### src/rtl/clk_chan_pkg.sv
package clk_chan_pkg;
  localparam int unsigned CODE_W = 8;

  typedef enum logic [1:0] {
    MODE_BYPASS    = 2'b00,
    MODE_DELAY     = 2'b01,
    MODE_DIV       = 2'b10,
    MODE_DIV_DELAY = 2'b11
  } chan_mode_e;

  // bit 1 of the mode puts the divider in the path
  function automatic logic mode_divides(logic [1:0] m);
    return m[1];
  endfunction
endpackage

### src/rtl/even_div.sv
module even_div #(
  parameter int unsigned CODE_W = 8
) (
  input  logic              clk_i,
  input  logic              rst_ni,
  input  logic              sync_ni,
  input  logic [CODE_W-1:0] code_i,
  output logic              div_o
);
  logic [CODE_W-1:0] cnt_q;
  logic              div_q;
  logic              code_zero;
  logic              term;

  assign code_zero = (code_i == '0);
  // >= so a lowered code wraps at once
  assign term      = (cnt_q >= CODE_W'(code_i - CODE_W'(1)));

  always_ff @(posedge clk_i or negedge rst_ni) begin
    if (!rst_ni) begin
      cnt_q <= '0;
      div_q <= 1'b0;
    end else if (!sync_ni || code_zero) begin
      cnt_q <= '0;
      div_q <= 1'b0;
    end else if (term) begin
      cnt_q <= '0;
      div_q <= ~div_q;
    end else begin
      cnt_q <= cnt_q + CODE_W'(1);
    end
  end

  assign div_o = div_q;

  AST_SYNC_HOLD: assert property (@(posedge clk_i) disable iff (!rst_ni)
    !sync_ni |=> (cnt_q == '0) && !div_q);
  AST_ZERO_CODE_LOW: assert property (@(posedge clk_i) disable iff (!rst_ni)
    (code_i == '0) |=> !div_q);
  AST_TOGGLE_AT_WRAP: assert property (@(posedge clk_i) disable iff (!rst_ni)
    (sync_ni && $past(sync_ni) && (div_q != $past(div_q))) |-> (cnt_q == '0));
  AST_CNT_BOUND: assert property (@(posedge clk_i) disable iff (!rst_ni)
    (code_i != '0) && (code_i == $past(code_i)) |-> (cnt_q < code_i));
endmodule

### src/rtl/out_gate.sv
module out_gate (
  input  logic       clk_i,
  input  logic       div_i,
  input  logic [1:0] mode_i,
  input  logic       chan_en_i,
  input  logic       glob_en_i,
  input  logic       oe_pin_i,
  output logic       clk_o
);
  import clk_chan_pkg::*;

  logic path_clk;
  logic live;

  // delay stage is external; delayed modes pass straight through
  assign path_clk = mode_divides(mode_i) ? div_i : clk_i;
  assign live     = chan_en_i & glob_en_i & oe_pin_i;
  assign clk_o    = live ? path_clk : 1'b0;
endmodule

### src/rtl/clk_out_chan.sv
module clk_out_chan #(
  parameter int unsigned CODE_W = clk_chan_pkg::CODE_W
) (
  input  logic              clk_i,
  input  logic              rst_ni,
  input  logic              sync_ni,
  input  logic [CODE_W-1:0] div_code_i,
  input  logic [1:0]        mode_i,
  input  logic              chan_en_i,
  input  logic              glob_en_i,
  input  logic              oe_pin_i,
  output logic              clk_o
);
  logic div_clk;

  even_div #(.CODE_W(CODE_W)) u_div (
    .clk_i   (clk_i),
    .rst_ni  (rst_ni),
    .sync_ni (sync_ni),
    .code_i  (div_code_i),
    .div_o   (div_clk)
  );

  out_gate u_gate (
    .clk_i     (clk_i),
    .div_i     (div_clk),
    .mode_i    (mode_i),
    .chan_en_i (chan_en_i),
    .glob_en_i (glob_en_i),
    .oe_pin_i  (oe_pin_i),
    .clk_o     (clk_o)
  );

  AST_DIV_OFF_IN_SYNC: assert property (@(posedge clk_i) disable iff (!rst_ni)
    (!sync_ni && mode_i[1]) |=> (mode_i[1] ? !clk_o : 1'b1));
endmodule

### config.mk
export PLATFORM = sky130hd
export DESIGN_NAME = clk_out_chan
export DESIGN_NICKNAME = d
export VERILOG_FILES = /design/src/rtl/clk_chan_pkg.sv /design/src/rtl/even_div.sv /design/src/rtl/out_gate.sv /design/src/rtl/clk_out_chan.sv
export SDC_FILE = /design/constraint.sdc
export NUM_CORES = 1
export LEC_CHECK = 0
export ABC_AREA = 0
export CAP_MARGIN = 25
export CORE_MARGIN = 2
export CORE_UTILIZATION = 48
export CTS_BUF_LIST = sky130_fd_sc_hd__clkbuf_16
export CTS_CLUSTER_DIAMETER = 40
export DETAILED_ROUTE_END_ITERATION = 8
export PLACE_DENSITY_LB_ADDON = 0.3
export RECOVER_POWER = 100
export SYNTH_ARGS = -nofsm -noshare
export SYNTH_HDL_FRONTEND = slang
export SYNTH_SLANG_ARGS = --single-unit
### constraint.sdc
create_clock -name clk_i -period 2.2 [get_ports clk_i]
set_clock_uncertainty 0.2 [all_clocks]
set_input_delay 0.44 -clock clk_i [delete_from_list [all_inputs] [get_ports clk_i]]
set_output_delay 0.44 -clock clk_i [all_outputs]
set_load 0.01 [all_outputs]
=== Word level (Yosys, flattened, before mapping) ===
Index checks and enable logic that the tools add are counted.

* Register bits: 9
* Input port bits: 16
* Word-level logic and storage cells: 18

* $add $sub $neg: 2
* Magnitude comparators: 1
* Muxes and demuxes: 6
* Bitwise logic cells: 3
* Reduce and logical (&&, ||, !) cells: 4

{| class="wikitable"
|+ Operator list
! operator !! count
|-
| $mux 8 || 2
|-
| $add 8x1->8 const B || 1
|-
| $ge 8x8->1 || 1
|-
| $logic_not 8->1 || 1
|-
| $sub 8x1->8 const B || 1
|-
| $mux 1 || 4
|-
| $and 1x1->1 || 2
|-
| $reduce_bool 2->1 || 1
|-
| $logic_not 1->1 || 1
|-
| $logic_or 1x1->1 || 1
|-
| $not 1->1 || 1
|}

=== Longest topological paths before layout ===
* Word-level depth: 4
* Gate-level depth with buffers: 9
* Gate-level depth less buffers: 9

=== By module ===
From an unflattened synthesis, not the netlist that was laid out.

* Cells, all modules: 77
* Area total of the unflattened synthesis: 734.5 um^2

{| class="wikitable"
|+ Modules (own cells, without submodules)
! module !! times used !! cells each !! area an instance (um^2)
|-
| even_div || 1 || 74 || 715.7
|-
| out_gate || 1 || 3 || 18.8
|}

==> flow_summary.json <==
{
  "status": "finished, violations left",
  "violations": "negative setup slack",
  "cts-hold-fix-buffers": 0,
  "clkTransAtPathRegs_ns": 0.04,
  "grt_pass1_vias": 811,
  "routabilityCongestion": 0.791,
  "numPortBuffers": 15,
  "n_antenna_cell": 0,
  "async_flop_share_pct": 100,
  "min_period_over_period_pct": 105,
  "antenna_found_initial": 0,
  "num_vias": 735,
  "syn_avg_cell_area_um2": 9.54,
  "coreArea_mm2": 0.00147,
  "wirelength_um": 2330,
  "relSlewSlack_pct": 71.5,
  "insertion_delay_ns": 0.35,
  "grt_pass1_wl_um": 3710,
  "synth_edf_count": 0,
  "vias_per_cell": 5.49,
  "ios": 17,
  "dr.pass1.iters": 4,
  "r2r_cells": 6,
  "yosysTopAreaCellShare_pct": 30.7,
  "synth_ff_type": "dfrtp_1",
  "grt_usage_pct": 29.9,
  "hold_violations": 0,
  "grt_start_max_net_pins": 10,
  "final_area_mm2": 0.00132,
  "final_core_util_pct": 90.0,
  "worstSetupEndpointType": "flop",
  "placed_area_mm2": 0.00101,
  "slew_viol_final": 0,
  "r2r_slack_ns": 0.19,
  "worst_pin_slew_ns": 0.426,
  "cts_tree": "yes",
  "syn_inst": 77,
  "power.total_mw": 0.838,
  "fin_crit_ns": 2.31,
  "rr_startpoint": "u_div.cnt_q[5]$_DFF_PN0_",
  "n_fill_cell": 63,
  "layout_setup_ws_ns": -0.108,
  "syn_area_um2": 734,
  "die_w_um": 43.1,
  "multi_input_area_um2": 619,
  "die-area_mm2": 0.00186,
  "cp_max_fo": 8,
  "synth_common_cells": "nor2_1, ha_1, dfrtp_1, xnor2_1, nand2_1",
  "areaGrowthSynthToFinish_pct": 80.2,
  "synth_warnings": 0,
  "drc_errors": 0,
  "reg2reg_to": "u_div.cnt_q[1]$_DFF_PN0_",
  "synthDistinctLibCells": 23,
  "synth.largest_area_cell": "dfrtp_1",
  "ys_seq_area_share_pct": 30.7,
  "ant_nets": 0,
  "ir_drop_uv": 1070,
  "setup_viol": 9,
  "start_kind": "input pin",
  "hpwl_um": 1210,
  "fp-row-count": 14,
  "synthTopCellsByArea": "dfrtp_1, ha_1, xnor2_1",
  "drive_above_1_share_pct": 45.8,
  "rsz0062_at_grt": "yes",
  "hp-class": "input pin to async pin",
  "overflow": 0,
  "wl_per_cell_um": 17.4,
  "die_h_um": 43.1,
  "dp_slack_ns": -0.726,
  "required_ns": 2.24,
  "crit_type": "input pin to flop",
  "syn-num-nets": 104,
  "leakagePower_nw": 0.606,
  "drtIter0Drc": 9,
  "cap_viol_max_count": 0,
  "power.density_mw_per_mm2": 633,
  "critPathArrivalTime_ns": 2.35,
  "nNetsFinal": 146,
  "yosysMostFrequentCell": "nor2_1",
  "start_util_pct": 49.9,
  "yosys_register_bits": 9,
  "seq_area_um2": 225,
  "fmax_ghz": 0.433
}
stage by stage:
step | setup TNS (ns) | hold WS, ns | instances
3_5_place_dp | -6.53 | 0.290 | 120
2_1_floorplan | -0.589 | -0.0556 | 77
3_3_place_gp | -6.46 | 0.282 | 120
5_1_grt | -1.55 | 0.303 | 134
4_1_cts | -0.400 | 0.193 | 132
6_report | -0.848 | 0.266 | 134
state kept, by name, summed over array words and instances (netlist names):
register / flops
u_div.div_o: 1
u_div.cnt_q: 8
worst max-delay path, stage by stage:
cell,delay [ns]
buf_8,0.10
nor4_4,0.29
buf_4,0.16
nand2_2,0.04
xor2_1,0.16
ha_1,0.28
and2_4,0.15
buf_6,0.10
o2111ai_4,0.11
o211ai_2,0.23
buf_6,0.21
nor2_2,0.05
per-layer routing:
metal,share of wire (%),up-vias,GRT usage (%)
li1,-,347,-
met1,39,346,29.6
met2,52,30,50.7
met3,4.5,12,8.51
met4,4.6,0,24.2
met5,0,-,0
power by group:
group          total, mW  switching [mW]  internal [mW]
clock network      0.507           0.108          0.399
logic              0.152          0.0730         0.0793
registers          0.179         0.00671          0.172
how the worst max path moves through the flow:
stage                     slack [ns]                  endpoint          start  cells after the start
after global routing           -0.18  u_div.cnt_q[1]$_DFF_PN0_  div_code_i[5]                     12
after floorplan                -0.07  u_div.cnt_q[2]$_DFF_PN0_  div_code_i[5]                      8
after CTS                      -0.11                     clk_o          clk_i                      5
after global placement         -0.72  u_div.cnt_q[7]$_DFF_PN0_  div_code_i[5]                      9
final                          -0.11  u_div.cnt_q[1]$_DFF_PN0_  div_code_i[5]                     12
after detailed placement       -0.73  u_div.cnt_q[7]$_DFF_PN0_  div_code_i[5]                      9
cells by family after synthesis:
| logic type | Yosys count | share of synthesized area, % |
|---|---|---|
| flip-flops | 9 | 30.7 |
| AND/OR/NAND/NOR | 30 | 20.6 |
| AO/OA/AOI/OAI | 8 | 10.4 |
| XOR/XNOR | 12 | 14.3 |
| adder cells (fa/ha/maj) | 11 | 18.7 |
| multiplexers | 2 | 2.73 |
| buffers and inverters | 5 | 2.56 |
layout make-up:
type | instances | share of cell area [%]
multi-input combinational | 63 | 46.8
timing repair buffer | 34 | 23.1
sequential | 9 | 17.0
clock buffer | 6 | 9.83
tap | 16 | 1.51
inverter | 5 | 1.42
clock inverter | 1 | 0.378
repair_timing:
| item | in CTS | in global routing |
|---|---|---|
| buffers inserted | 5 | 3 |
| pin swaps | 13 | 18 |
| resized for setup | 36 | 31 |
| setup endpoints to repair | 11 | 10 |
placed cells by master, fill, tap and decap left out, types with 4 or more instances in the layout:
master / count
ha_1: 10
dfrtp_1: 9
buf_6: 5
nor2_4: 5
clkdlybuf4s50_1: 5
nor2_1: 4
xor2_1: 5
xnor2_1: 7
nand2_1: 5
inv_1: 5
clkbuf_16: 5
buf_4: 18
Note: power is estimated with default switching activity, not from simulation.
